$ cat config.mk
export PLATFORM = sky130hd
export DESIGN_NAME = ea_gen
export DESIGN_NICKNAME = d
export VERILOG_FILES = /design/src/rtl/ea_pkg.sv /design/src/rtl/ea_add.sv /design/src/rtl/ea_pc.sv /design/src/rtl/ea_gen.sv
export SDC_FILE = /design/constraint.sdc
export NUM_CORES = 1
export LEC_CHECK = 0
export BUFFER_PORTS_ARGS = -buffer_cell sky130_fd_sc_hd__buf_2
export CAP_MARGIN = 20
export CELL_PAD_IN_SITES_DETAIL_PLACEMENT = 1
export CELL_PAD_IN_SITES_GLOBAL_PLACEMENT = 1
export CORE_MARGIN = 10
export CORE_UTILIZATION = 45
export CTS_CLUSTER_SIZE = 20
export DETAILED_ROUTE_END_ITERATION = 8
export PLACE_DENSITY_LB_ADDON = 0.1
export SKIP_CTS_REPAIR_TIMING = 1
export SLEW_MARGIN = 40
export SYNTH_ARGS = -nofsm -noshare
export SYNTH_HDL_FRONTEND = slang
export SYNTH_HIERARCHICAL = 1
export SYNTH_SLANG_ARGS = --single-unit
$ cat constraint.sdc
create_clock -name clk -period 7.1 [get_ports clk]
set_input_delay 1.42 -clock clk [delete_from_list [all_inputs] [get_ports clk]]
set_output_delay 1.42 -clock clk [all_outputs]
set_load 0.005 [all_outputs]
$ cat src/rtl/ea_pkg.sv
package ea_pkg;

    typedef enum logic [3:0] {
        M_ACCUM  = 4'd0,
        M_IMPL   = 4'd1,
        M_IMM    = 4'd2,
        M_ZPG    = 4'd3,
        M_ZPG_X  = 4'd4,
        M_ZPG_Y  = 4'd5,
        M_ABS    = 4'd6,
        M_ABS_X  = 4'd7,
        M_ABS_Y  = 4'd8,
        M_IND    = 4'd9,
        M_ZX_IND = 4'd10,
        M_ZIND_Y = 4'd11,
        M_REL    = 4'd12
    } am_e;

    typedef enum logic [2:0] {
        ST_IDLE,
        ST_OP0,
        ST_B1,
        ST_B2,
        ST_PL,
        ST_PH,
        ST_DAT
    } st_e;

    localparam logic [3:0] LAST_MODE = 4'd12;

    function automatic logic mode_ok(logic [3:0] m);
        return m <= LAST_MODE;
    endfunction

    function automatic logic no_operand(logic [3:0] m);
        return (m == M_ACCUM) || (m == M_IMPL);
    endfunction

    function automatic logic two_byte(am_e m);
        return (m == M_ABS) || (m == M_ABS_X) || (m == M_ABS_Y) || (m == M_IND);
    endfunction

    function automatic logic uses_y(am_e m);
        return (m == M_ZPG_Y) || (m == M_ABS_Y) || (m == M_ZIND_Y);
    endfunction

endpackage

$ cat src/rtl/ea_add.sv
module ea_add #(
    parameter int W = 16
) (
    input  logic [W-1:0] a,
    input  logic [W-1:0] b,
    output logic [W-1:0] s
);
    assign s = a + b;
endmodule

$ cat src/rtl/ea_pc.sv
module ea_pc #(
    parameter int            AW      = 16,
    parameter logic [AW-1:0] PC_INIT = 16'h0600
) (
    input  logic          clk,
    input  logic          rst,
    input  logic          inc,
    output logic [AW-1:0] pc
);
    always_ff @(posedge clk) begin
        if (rst)
            pc <= PC_INIT;
        else if (inc)
            pc <= pc + AW'(1);
    end
endmodule

$ cat src/rtl/ea_gen.sv
module ea_gen
    import ea_pkg::*;
#(
    parameter int            AW      = 16,
    parameter int            DW      = 8,
    parameter logic [AW-1:0] PC_INIT = 16'h0600
) (
    input  logic          clk,
    input  logic          rst,
    input  logic          start,
    input  logic [3:0]    mode,
    input  logic          raw,
    input  logic [DW-1:0] x_idx,
    input  logic [DW-1:0] y_idx,
    output logic          mem_rd,
    output logic [AW-1:0] mem_addr,
    input  logic [DW-1:0] mem_rdata,
    output logic [AW-1:0] pc,
    output logic          busy,
    output logic          done,
    output logic          err,
    output logic [AW-1:0] ea_ptr,
    output logic [DW-1:0] ea_val
);
    localparam int NADD = 3;
    localparam int L_IDX = 0;
    localparam int L_REL = 1;
    localparam int L_NXT = 2;
    localparam int PAD = AW - DW;

    st_e           st_q, st_d;
    am_e           md_q;
    logic          raw_q;
    logic [DW-1:0] x_q, y_q, lo_q;
    logic [AW-1:0] pa_q, ea_q;

    logic          pc_inc, fin, ld_lo, ld_pa, ld_ea;
    logic [AW-1:0] fin_ptr;
    logic [DW-1:0] fin_val;
    logic [AW-1:0] b_ext, word;
    logic [DW-1:0] idx_sel;

    logic [NADD-1:0][AW-1:0] add_a, add_b, add_s;

    ea_pc #(.AW(AW), .PC_INIT(PC_INIT)) u_pc (
        .clk (clk),
        .rst (rst),
        .inc (pc_inc),
        .pc  (pc)
    );

    assign b_ext   = {{PAD{1'b0}}, mem_rdata};
    assign word    = {mem_rdata, lo_q};
    assign idx_sel = uses_y(md_q) ? y_q : x_q;

    // lane 0: index sum, lane 1: relative target, lane 2: pointer high byte address
    assign add_a[L_IDX] = (st_q == ST_B1) ? b_ext : word;
    assign add_b[L_IDX] = {{PAD{1'b0}}, idx_sel};
    assign add_a[L_REL] = pc;
    assign add_b[L_REL] = {{PAD{mem_rdata[DW-1]}}, mem_rdata};
    assign add_a[L_NXT] = pa_q;
    assign add_b[L_NXT] = AW'(1);

    for (genvar g = 0; g < NADD; g++) begin : g_add
        ea_add #(.W(AW)) u_add (
            .a (add_a[g]),
            .b (add_b[g]),
            .s (add_s[g])
        );
    end

    always_comb begin
        st_d     = st_q;
        mem_rd   = 1'b0;
        mem_addr = pc;
        pc_inc   = 1'b0;
        fin      = 1'b0;
        fin_ptr  = '0;
        fin_val  = '0;
        ld_lo    = 1'b0;
        ld_pa    = 1'b0;
        ld_ea    = 1'b0;
        unique case (st_q)
            ST_IDLE: begin
                if (start && mode_ok(mode)) begin
                    if (no_operand(mode))
                        fin = 1'b1;
                    else
                        st_d = ST_OP0;
                end
            end
            ST_OP0: begin
                mem_rd = 1'b1;
                pc_inc = 1'b1;
                st_d   = ST_B1;
            end
            ST_B1: begin
                if (two_byte(md_q)) begin
                    mem_rd = 1'b1;
                    pc_inc = 1'b1;
                    ld_lo  = 1'b1;
                    st_d   = ST_B2;
                end else if (md_q == M_REL) begin
                    if (raw_q) begin
                        fin     = 1'b1;
                        fin_ptr = add_s[L_REL];
                        fin_val = add_s[L_REL][DW-1:0];
                    end else begin
                        mem_rd   = 1'b1;
                        mem_addr = add_s[L_REL];
                        ld_ea    = 1'b1;
                        st_d     = ST_DAT;
                    end
                end else if (raw_q || md_q == M_IMM || md_q == M_ZPG) begin
                    fin     = 1'b1;
                    fin_ptr = b_ext;
                    fin_val = mem_rdata;
                end else begin
                    mem_rd = 1'b1;
                    unique case (md_q)
                        M_ZPG_X, M_ZPG_Y: begin
                            mem_addr = add_s[L_IDX];
                            ld_ea    = 1'b1;
                            st_d     = ST_DAT;
                        end
                        M_ZX_IND: begin
                            mem_addr = add_s[L_IDX];
                            ld_pa    = 1'b1;
                            st_d     = ST_PL;
                        end
                        default: begin
                            mem_addr = b_ext;
                            ld_pa    = 1'b1;
                            st_d     = ST_PL;
                        end
                    endcase
                end
            end
            ST_B2: begin
                if (raw_q) begin
                    fin     = 1'b1;
                    fin_ptr = word;
                    fin_val = lo_q;
                end else begin
                    mem_rd = 1'b1;
                    if (md_q == M_IND) begin
                        mem_addr = word;
                        ld_pa    = 1'b1;
                        st_d     = ST_PL;
                    end else begin
                        mem_addr = (md_q == M_ABS) ? word : add_s[L_IDX];
                        ld_ea    = 1'b1;
                        st_d     = ST_DAT;
                    end
                end
            end
            ST_PL: begin
                mem_rd   = 1'b1;
                mem_addr = add_s[L_NXT];
                ld_lo    = 1'b1;
                st_d     = ST_PH;
            end
            ST_PH: begin
                mem_rd   = 1'b1;
                mem_addr = (md_q == M_ZIND_Y) ? add_s[L_IDX] : word;
                ld_ea    = 1'b1;
                st_d     = ST_DAT;
            end
            ST_DAT: begin
                fin     = 1'b1;
                fin_ptr = ea_q;
                fin_val = mem_rdata;
            end
            default: st_d = ST_IDLE;
        endcase
        if (fin)
            st_d = ST_IDLE;
    end

    always_ff @(posedge clk) begin
        if (rst) begin
            st_q   <= ST_IDLE;
            md_q   <= M_ACCUM;
            raw_q  <= 1'b0;
            x_q    <= '0;
            y_q    <= '0;
            lo_q   <= '0;
            pa_q   <= '0;
            ea_q   <= '0;
            done   <= 1'b0;
            err    <= 1'b0;
            ea_ptr <= '0;
            ea_val <= '0;
        end else begin
            st_q <= st_d;
            done <= fin;
            err  <= (st_q == ST_IDLE) && start && !mode_ok(mode);
            if (st_q == ST_IDLE && start) begin
                md_q  <= am_e'(mode);
                raw_q <= raw;
                x_q   <= x_idx;
                y_q   <= y_idx;
            end
            if (ld_lo) lo_q <= mem_rdata;
            if (ld_pa) pa_q <= mem_addr;
            if (ld_ea) ea_q <= mem_addr;
            if (fin) begin
                ea_ptr <= fin_ptr;
                ea_val <= fin_val;
            end
        end
    end

    assign busy = (st_q != ST_IDLE);

endmodule

==> results of run 1 <==
critical path, delay by kind of cell (launching register included):
| family | cells | cell delay [ns] |
|---|---|---|
| adders and majority gates | 2 | 0.65 |
| muxes | 1 | 0.27 |
| xor gates and xnor gates | 1 | 0.24 |
| and+or+nand+nor | 5 | 0.60 |
| AOI/OAI and AO/OA | 9 | 2.00 |
| DFF | 1 | 0.58 |
| buffers and inverters | 3 | 0.55 |
cell type report:
| type | count | area, um2 |
|---|---|---|
| clock buffers | 9 | 225 |
| repair buffers | 111 | 606 |
| inverters | 55 | 206 |
| diodes | 1 | 2.50 |
| well taps | 270 | 338 |
| flip-flops and latches | 106 | 2120 |
| fillers | 2586 | 10000 |
| clock inverters | 7 | 61.3 |
| multi-input cells | 987 | 6670 |
sequential cells by signal, summed over array words and instances (netlist names):
name,flops
x_q,8
done,1
ea_ptr,16
y_q,8
lo_q,8
raw_q,1
pa_q,16
err,1
ea_val,8
st_q,3
u_pc/pc,16
md_q,4
ea_q,16
layout by cell type, fill, tap and decap left out, types with 9 or more instances in the layout:
master     Yosys  final
mux2_2        11     11
buf_2         22     91
o22ai_1       13     13
mux2i_1       36     36
nand2_1      126    126
o211ai_1      21     21
conb_1         2     25
a211oi_1      19     18
nor4_1        11     11
xnor2_1       31     31
o21ai_0       83     83
a21o_1        16     16
o221ai_1      19     19
a221o_1       14     14
nor3_1        31     31
nand3b_1      15     15
ha_1          49     49
xor2_1        17     17
dfxtp_1      106    105
nor3b_1       18     18
a21oi_1      134    134
inv_1         54     54
nand3_1       15     15
clkbuf_16      0      9
nor2_1        81     81
nor2b_1       17     17
a31o_2        14     14
a211o_1        9      9
a222oi_1      14     14
buf_4          6     20
worst paths after layout:
check | from | end | cells after the start
max reg2reg | md_q[2] | pa_q[12] | 20
max | md_q[2] | mem_addr[12] | 21
min | ea_ptr[9] | ea_ptr[9] | 2
min reg2reg | ea_ptr[9] | ea_ptr[9] | 2
where the power goes:
group          switching (mW)  leakage, nW  internal (mW)  total [mW]
logic                   0.509         3.23          0.264       0.772
clock network           0.263        0.143          0.245       0.508
registers              0.0410        0.858          0.620       0.661
total                   0.813         4.23           1.13        1.94
logic make-up after synthesis:
group           synth area share [%]
compound gates                  32.9
xor+xnor                        4.53
fa+ha+maj                       7.26
buf+inv                         6.42
flops                           22.9
mux                             5.46
other cells                   0.0809
simple gates                    20.5
metal layers:
layer | track usage (%) | vias to the layer above | part of all wire, %
met2 | 43.2 | 381 | 46
met3 | 5.01 | 68 | 7.4
li1 | - | 4624 | -
met4 | 8.73 | 0 | 3.0
met1 | 35.8 | 4821 | 44
met5 | 0 | - | 0
through the flow:
step / hold slack, ns / util, % / setup WS [ns] / power (mW) / instance area [um2]
after global placement: 0.430 / 49.0 / 0.619 / 1.40 / 9910
final: 0.448 / 50.6 / 0.413 / 1.94 / 10200
after global routing: 0.465 / 50.6 / 0.0263 / 2.04 / 10200
after floorplan: 0.433 / - / 1.36 / 1.19 / 9360
after CTS: 0.452 / 50.5 / 0.417 / 1.93 / 10200
after detailed placement: 0.435 / 49.1 / 0.527 / 1.42 / 9930
==> flow_metrics.env, run 1 <==
export IMPL_status="finished, final reports clean"
export IMPL_yosysUniqueCellTypes=95
export IMPL_stdcell_count=1546
export IMPL_syn_area_mm2=0.00928
export IMPL_max_freq_mhz=150
export IMPL_path_clk_slew_ns=0.08
export IMPL_via_per_inst=6.40
export IMPL_criticalPathCategory="reg -> out"
export IMPL_dr_first_iter_drc_count=871
export IMPL_hpwl_mm=28.0
export IMPL_dp_cells=1529
export IMPL_cts_tree="built"
export IMPL_async_flop_share_pct=0
export IMPL_synthTopCellsByArea="dfxtp_1 (23%), a21oi_1 (7.2%), ha_1 (6.6%), nand2_1 (5.1%), o21ai_0 (4.5%)"
export IMPL_place_gp_congestion=0.959
export IMPL_globalRouteOverflowTotal=0
export IMPL_dieArea_mm2=0.0268
export IMPL_ys_warn_count=6
export IMPL_drt_antenna_violating_nets=0
export IMPL_wl_per_cell_um=24.0
export IMPL_globalRouteTotalUtil_pct=27.0
export IMPL_fin_setup_tns_ns=0
export IMPL_synthMostInstantiatedCell="a21oi_1"
export IMPL_synth_top_area_share_pct=22.9
export IMPL_port_buffers=91
export IMPL_cpMaxStageDelayCell="dfxtp_1"
export IMPL_yosys_top_cells_count="a21oi_1 (134), nand2_1 (126), dfxtp_1 (106)"
export IMPL_r2r_slack_ns=1.98
export IMPL_initial_core_util_pct=45.9
export IMPL_cpPeakStageDelay_ns=0.58
export IMPL_grt_pass1_vias=9722
export IMPL_dieWidth_um=164
export IMPL_path_cells="inv_1, nand2_1, nor2_1, o21ai_0, o31ai_2, buf_4, mux2_2, ha_1, fa_1, a21o_1, a221oi_4, o211ai_1, o211ai_1, xnor2_1, nand3b_1, a21oi_1, nor3_1, a2111oi_0, a211oi_1, nor2_1, buf_2"
export IMPL_worst_slew_pin_slew_ns=0.920
export IMPL_drt_pre_antenna_iters=7
export IMPL_synth_top_area_cell="dfxtp_1"
export IMPL_clock_latency_ns=0.37
export IMPL_crit_path_start_kind="flop"
export IMPL_syn_inst=1205
export IMPL_nNetsFinal=1354
export IMPL_fin_crit_ns=6.69
export IMPL_path_max_fanout=12
export IMPL_syn2layout_area_growth_pct=10.3
export IMPL_pin_count=92
export IMPL_fin_crit_sh_pct=94.2
export IMPL_clock_sinks=106
export IMPL_syn_area_per_cell_um2=7.70
export IMPL_ys_ff_latch=106
export IMPL_finalHoldViolations=0
export IMPL_grt_max_degree=67
export IMPL_grt_antenna_before_repair=0
export IMPL_drcViolationCount=0
export IMPL_root_buffer="clkbuf_16"
export IMPL_worstPathRequired_ns=5.68
export IMPL_num_rows=52
export IMPL_synth_enable_flop_cells=0
export IMPL_power_density_mw_per_mm2=190
export IMPL_cts_htree_levels=3
export IMPL_ys_flop_type="dfxtp_1"
export IMPL_worst_ep_arrival_time_ns=5.27
export IMPL_end_kind="output pin"
export IMPL_hold_path_class="reg -> reg"
export IMPL_finalMaxSlewViolations=0
export IMPL_relSlewSlack_pct=38.7
export IMPL_grt_pass1_wl_mm=57.2
export IMPL_core_mm2=0.0202
export IMPL_ys_seq_area_share_pct=22.9
export IMPL_peakVddDrop_mv=0.115
export IMPL_cellLeakagePower_nw=4.23
export IMPL_setup_viol=0
export IMPL_routed_wl_mm=37.2
export IMPL_fin_worst_skew_ns=0.0100
export IMPL_vias=9894
export IMPL_die_h_um=164
export IMPL_post_route_cells_drive_above_1_share_pct=15.5
export IMPL_cap_violations=0
export IMPL_rsz0062_at_grt="false"
export IMPL_cts_max_path_buffers=2
export IMPL_cts_buffers_inserted=9
No activity file was read; power rests on OpenSTA's default activity.
==> run 2: changes to the inputs <==
--- a/config.mk
+++ b/config.mk
@@ -5,12 +5,13 @@
 export SDC_FILE = /design/constraint.sdc
 export NUM_CORES = 1
 export LEC_CHECK = 0
+export ABC_AREA = 1
 export BUFFER_PORTS_ARGS = -buffer_cell sky130_fd_sc_hd__buf_2
 export CAP_MARGIN = 20
 export CELL_PAD_IN_SITES_DETAIL_PLACEMENT = 1
 export CELL_PAD_IN_SITES_GLOBAL_PLACEMENT = 1
 export CORE_MARGIN = 10
-export CORE_UTILIZATION = 45
+export CORE_UTILIZATION = 42
 export CTS_CLUSTER_SIZE = 20
 export DETAILED_ROUTE_END_ITERATION = 8
 export PLACE_DENSITY_LB_ADDON = 0.1
==> flow_metrics.env, run 2 <==
export IMPL_status="finished, final reports clean"
export IMPL_num_rows=55
export IMPL_synthMostInstantiatedCell="nand2_1"
export IMPL_via_per_inst=5.47
export IMPL_cts_buffers_inserted=9
export IMPL_cts_htree_levels=3
export IMPL_worst_ep_arrival_time_ns=4.38
export IMPL_synth_top_area_cell="dfxtp_1"
export IMPL_yosys_top_cells_count="nand2_1 (553), inv_1 (222), nor2_1 (150)"
export IMPL_grt_max_degree=49
export IMPL_power_density_mw_per_mm2=201
export IMPL_syn_inst=1665
export IMPL_max_freq_mhz=172
export IMPL_syn_area_per_cell_um2=5.74
export IMPL_path_clk_slew_ns=0.09
export IMPL_synth_enable_flop_cells=0
export IMPL_die_h_um=171
export IMPL_dieWidth_um=171
export IMPL_ys_warn_count=6
export IMPL_criticalPathCategory="in -> out"
export IMPL_power_internal_mw=1.18
export IMPL_critical_path_buf_inv_count=5
export IMPL_peakVddDrop_mv=0.130
export IMPL_hold_path_class="reg -> reg"
export IMPL_root_buffer="clkbuf_16"
export IMPL_cpPeakStageDelay_ns=0.46
export IMPL_clock_sinks=106
export IMPL_ys_seq_area_share_pct=22.2
export IMPL_worstPathRequired_ns=5.68
export IMPL_relSlewSlack_pct=47.4
export IMPL_core_mm2=0.0225
export IMPL_async_flop_share_pct=0
export IMPL_critical_path_most_common_cell="nand2_1"
export IMPL_whs_path_depth=2
export IMPL_syn2layout_area_growth_pct=11.1
export IMPL_routed_wl_mm=40.0
export IMPL_vias=11100
export IMPL_clkPwrFrac_pct=26.5
export IMPL_post_route_cells_drive_above_1_share_pct=12.1
export IMPL_place_area_mm2=0.0103
export IMPL_fin_setup_tns_ns=0
export IMPL_place_gp_congestion=0.962
export IMPL_seqPwrFrac_pct=32.2
export IMPL_dieArea_mm2=0.0292
export IMPL_reg2reg_depth=16
export IMPL_stdcell_count=2033
export IMPL_rsz0062_at_grt="false"
export IMPL_port_buffers=91
export IMPL_cp_top_family="compound AO/OA/AOI/OAI gates"
export IMPL_finalMaxSlewViolations=0
export IMPL_globalRouteTotalUtil_pct=26.8
export IMPL_initial_core_util_pct=42.5
export IMPL_dr_first_iter_drc_count=828
export IMPL_p_comb_share_pct=41.3
export IMPL_syn_area_mm2=0.00956
export IMPL_clock_latency_ns=0.37
export IMPL_globalRouteOverflowTotal=0
export IMPL_grt_pass1_vias=10800
export IMPL_cts_max_path_buffers=2
export IMPL_setup_viol=0
export IMPL_hpwl_mm=31.1
export IMPL_end_kind="output pin"
export IMPL_pin_count=92
export IMPL_cap_violations=0
export IMPL_cellLeakagePower_nw=5.65
export IMPL_fin_crit_sh_pct=81.8
export IMPL_finalHoldViolations=0
export IMPL_ys_ff_latch=106
export IMPL_path_cells="buf_2, inv_1, o21ai_0, ha_1, nand2_1, inv_2, nand2_1, nand2_1, a21oi_1, nand3_1, nand2_1, o21ai_0, a21oi_1, nor2_1, nand3_1, nand2_1, inv_1, buf_2"
export IMPL_power_switching_uw=956
export IMPL_dp_cells=2017
export IMPL_cpMaxStageDelayCell="o21ai_0"
export IMPL_fin_crit_ns=5.80
export IMPL_crit_cells=18
export IMPL_drt_antenna_violating_nets=0
export IMPL_nNetsFinal=1827
export IMPL_ys_flop_type="dfxtp_1"
export IMPL_final_common_cell="nand2_1"
export IMPL_p_total_mw=2.13
export IMPL_n_fill_cell=3268
export IMPL_most_common_layout_cells="nand2_1 (550), inv_1 (222), nor2_1 (148), nand3_1 (119), a21oi_1 (112)"
export IMPL_grt_pass1_wl_mm=61.0
export IMPL_drcViolationCount=0
export IMPL_yosysUniqueCellTypes=45
export IMPL_worst_slew_pin_slew_ns=0.788
export IMPL_swShare_pct=44.8
export IMPL_num_antenna_cells=0
export IMPL_fin_worst_skew_ns=0.0138
export IMPL_wl_per_cell_um=19.7
export IMPL_grt_antenna_before_repair=0
export IMPL_cts_tree="built"
export IMPL_fin_area_mm2=0.0106
export IMPL_synthTopCellsByArea="dfxtp_1 (22%), nand2_1 (22%), inv_1 (8.7%), ha_1 (6.4%), nand3_1 (6.2%)"
export IMPL_drt_pre_antenna_iters=6
export IMPL_crit_path_start_kind="primary input"
export IMPL_path_max_fanout=14
export IMPL_synth_top_area_share_pct=22.2
run 2: cell types whose count changed in the layout (fill, tap and decap cells not counted), sizes merged, moves of 28 or more:
cell,before,now
nor2,83,163
inv,57,243
o21ai,93,121
mux2i,36,0
nand2,126,586
nand3,16,121
run 2: metal layers:
| metal | vias to the layer above | track usage (%) | share of wire (%) |
|---|---|---|---|
| li1 | 5388 | - | - |
| met1 | 5339 | 36.4 | 46 |
| met2 | 334 | 43.3 | 45 |
| met3 | 52 | 4.06 | 6.6 |
| met4 | 0 | 7.33 | 2.3 |
| met5 | - | 0 | 0 |
run 2: power by group through the flow:
stage	logic [mW]	clock network, mW	registers, mW
6_report	0.880	0.565	0.686
5_1_grt	0.965	0.595	0.691
4_1_cts	0.855	0.574	0.685
3_5_place_dp	0.848	0	0.698
3_3_place_gp	0.833	0	0.697
2_1_floorplan	0.580	0	0.676
run 2: worst reg2reg max path: stages, from the launching register on:
cell,delay (ns)
dfxtp_1,0.42
inv_2,0.18
nand3_2,0.61
o21ai_0,0.78
fa_1,0.33
nand2_1,0.06
nand2_1,0.09
and2_4,0.16
xor2_1,0.34
inv_1,0.08
nand2_1,0.08
nand3_1,0.08
nand2_1,0.11
a21oi_1,0.05
nand3_1,0.12
nand2_1,0.21
a21oi_1,0.21
run 2: area by class of cell:
cell class | instances | area (um2) | share of cell area, %
Clock buffer | 9 | 225 | 2.12
Clock inverter | 7 | 106 | 1.00
Inverter | 243 | 912 | 8.59
Multi-Input combinational cell | 1284 | 6380 | 60.1
Sequential cell | 106 | 2120 | 20.0
Tap cell | 285 | 357 | 3.36
Timing Repair Buffer | 99 | 515 | 4.85
run 2: worst paths after layout:
| check | from | end | slack [ns] |
|---|---|---|---|
| min reg2reg | x_q[0] | x_q[0] | 0.46 |
| max | mem_rdata[7] | mem_addr[13] | 1.30 |
| max reg2reg | st_q[2] | ea_q[4] | 3.13 |
| min | x_q[0] | x_q[0] | 0.46 |
run 2: stage by stage:
| step | util, % | worst slack [ns] | hold slack (ns) |
|---|---|---|---|
| after CTS | 47.1 | 1.36 | 0.457 |
| after floorplan | - | 2.42 | 0.425 |
| after global routing | 47.2 | 1.03 | 0.488 |
| after global placement | 45.6 | 1.37 | 0.438 |
| after detailed placement | 45.7 | 1.38 | 0.443 |
| final | 47.2 | 1.30 | 0.456 |
run 2: cell families after synthesis:
family / Yosys count / synth area share [%]
XOR/XNOR: 24 / 2.20
flip-flops: 106 / 22.2
other: 2 / 0.0786
buffers and inverters: 298 / 12.3
adder cells (fa/ha/maj): 52 / 7.04
AND/OR/NAND/NOR: 914 / 41.1
AO/OA/AOI/OAI: 269 / 15.1
==> run 3: changes to the inputs <==
--- a/config.mk
+++ b/config.mk
@@ -5,13 +5,13 @@
 export SDC_FILE = /design/constraint.sdc
 export NUM_CORES = 1
 export LEC_CHECK = 0
-export ABC_AREA = 1
+export ABC_AREA = 0
 export BUFFER_PORTS_ARGS = -buffer_cell sky130_fd_sc_hd__buf_2
 export CAP_MARGIN = 20
 export CELL_PAD_IN_SITES_DETAIL_PLACEMENT = 1
 export CELL_PAD_IN_SITES_GLOBAL_PLACEMENT = 1
 export CORE_MARGIN = 10
-export CORE_UTILIZATION = 42
+export CORE_UTILIZATION = 45
 export CTS_CLUSTER_SIZE = 20
 export DETAILED_ROUTE_END_ITERATION = 8
 export PLACE_DENSITY_LB_ADDON = 0.1
==> constraint.sdc (replaced) <==
create_clock -name clk -period 5.48 [get_ports clk]
set_input_delay 1.096 -clock clk [delete_from_list [all_inputs] [get_ports clk]]
set_output_delay 1.096 -clock clk [all_outputs]
set_load 0.005 [all_outputs]
==> flow_metrics.env, run 3 (synthesis results as in run 1) <==
export IMPL_status="finished, final reports clean"
export IMPL_seq_area_mm2=0.00213
export IMPL_post_place_ws_ns=0.00550
export IMPL_peakVddDrop_mv=0.142
export IMPL_crit_path_end="mem_addr[15]"
export IMPL_setup_ws_ns=0.0751
export IMPL_most_common_layout_cells="a21oi_1 (126), nand2_1 (125), dfxtp_1 (103), buf_2 (91), nor2_1 (81)"
export IMPL_r2r_start="md_q[3]"
export IMPL_met3_length_mm=2.90
export IMPL_n_fill_cell=2550
export IMPL_grt_pass1_wl_mm=57.6
export IMPL_wl_per_cell_um=24.3
export IMPL_path_max_fanout=7
export IMPL_cts_htree_levels=3
export IMPL_die_h_um=164
export IMPL_r2r_slack_ns=1.18
export IMPL_fin_crit_sh_pct=98.6
export IMPL_highest_layer="met4"
export IMPL_p_total_mw=2.73
export IMPL_num_antenna_cells=0
export IMPL_routed_wl_mm=38.9
export IMPL_dr_first_iter_drc_count=920
export IMPL_reg2reg_depth=19
export IMPL_grt_pass1_vias=9877
export IMPL_root_buffer="clkbuf_16"
export IMPL_via_per_inst=6.34
export IMPL_clock_sinks=106
export IMPL_drt_antenna_violating_nets=0
export IMPL_path_clk_slew_ns=0.08
export IMPL_port_buffers=91
export IMPL_worst_slew_pin_slew_ns=0.849
export IMPL_relSlewSlack_pct=43.0
export IMPL_power_density_mw_per_mm2=250
export IMPL_clock_latency_ns=0.37
export IMPL_num_rows=52
export IMPL_multi_input_area_mm2=0.00691
export IMPL_m1WireLength_mm=16.5
export IMPL_fin_worst_skew_ns=0.0111
export IMPL_cellLeakagePower_nw=4.60
export IMPL_end_kind="output pin"
export IMPL_max_freq_mhz=185
export IMPL_drt_pre_antenna_iters=7
export IMPL_nNetsFinal=1409
export IMPL_initial_core_util_pct=45.9
export IMPL_criticalPathCategory="reg -> out"
export IMPL_dieArea_mm2=0.0268
export IMPL_core_mm2=0.0202
export IMPL_cap_violations=0
export IMPL_finalMaxSlewViolations=0
export IMPL_whs_path_depth=2
export IMPL_cts_tree="built"
export IMPL_fin_crit_ns=5.40
export IMPL_dieWidth_um=164
export IMPL_grt_max_degree=74
export IMPL_wl_met2_mm=18.0
export IMPL_finalHoldViolations=0
export IMPL_worstPathRequired_ns=4.38
export IMPL_grt_antenna_before_repair=0
export IMPL_min_from="ea_ptr[13]"
export IMPL_cts_max_path_buffers=2
export IMPL_crit_path_start_kind="flop"
export IMPL_drcViolationCount=0
export IMPL_hold_path_class="reg -> reg"
export IMPL_crit_start="md_q[3]"
export IMPL_worst_ep_arrival_time_ns=4.31
export IMPL_final_common_cell="a21oi_1"
export IMPL_setup_viol=0
export IMPL_place_gp_congestion=0.957
export IMPL_cts_buffers_inserted=9
export IMPL_postLayoutCoreUtil_pct=54.0
export IMPL_syn2layout_area_growth_pct=17.9
export IMPL_hpwl_mm=28.7
export IMPL_globalRouteOverflowTotal=0
export IMPL_globalRouteTotalUtil_pct=27.4
export IMPL_vias=10100
export IMPL_timing_rr_end="pa_q[14]"
export IMPL_pin_count=92
export IMPL_post_route_cells_drive_above_1_share_pct=22.0
## run 3: worst min path at each step
stage                             to  slack (ns)
after detailed placement   ea_ptr[7]        0.44
after global placement     ea_val[7]        0.43
after floorplan               y_q[0]        0.43
after CTS                  ea_ptr[9]        0.46
after global routing       ea_val[7]        0.47
final                     ea_ptr[13]        0.45
## run 3: where the power goes
group / internal (mW) / switching, mW / leakage, nW
clock network: 0.369 / 0.357 / 0.157
logic: 0.440 / 0.733 / 3.59
registers: 0.804 / 0.0310 / 0.859
## run 3: per-stage QoR
stage,TNS (ns),hold WS (ns),instance area [um2],std cells
detailed placement,0,0.439,10300,1572
finish,0,0.452,10900,1600
global placement,0,0.428,10200,1571
global route,-0.545,0.471,10900,1600
floorplan,0,0.433,9360,1228
CTS,-1.23,0.458,10600,1588
## run 3: critical path: stages, from the launching register on
cell and delay (ns):
dfxtp_1 0.41, nand2_1 0.13, nor2_1 0.12, o21ai_1 0.09, o31ai_2 0.09, buf_4 0.23
mux2_2 0.37, ha_2 0.41, o211ai_1 0.16, o211ai_1 0.32, nand2_2 0.19, o22ai_2 0.25
xnor2_2 0.14, inv_1 0.12, o21ai_0 0.10, a222oi_1 0.34, o221a_2 0.29, inv_1 0.06
buf_2 0.12
## run 3: area by class of cell
class / count / share of cell area (%)
clock inverters: 7 / 0.881
inverters: 55 / 1.89
flip-flops and latches: 106 / 19.4
repair buffers: 166 / 9.49
clock buffers: 9 / 2.06
multi-input cells: 987 / 63.2
well taps: 270 / 3.09
## run 3: layer usage
layer	track usage (%)	vias to the layer above
li1	-	4721
met1	35.2	4967
met2	44.4	367
met3	5.49	81
met4	10.4	0
met5	0	-
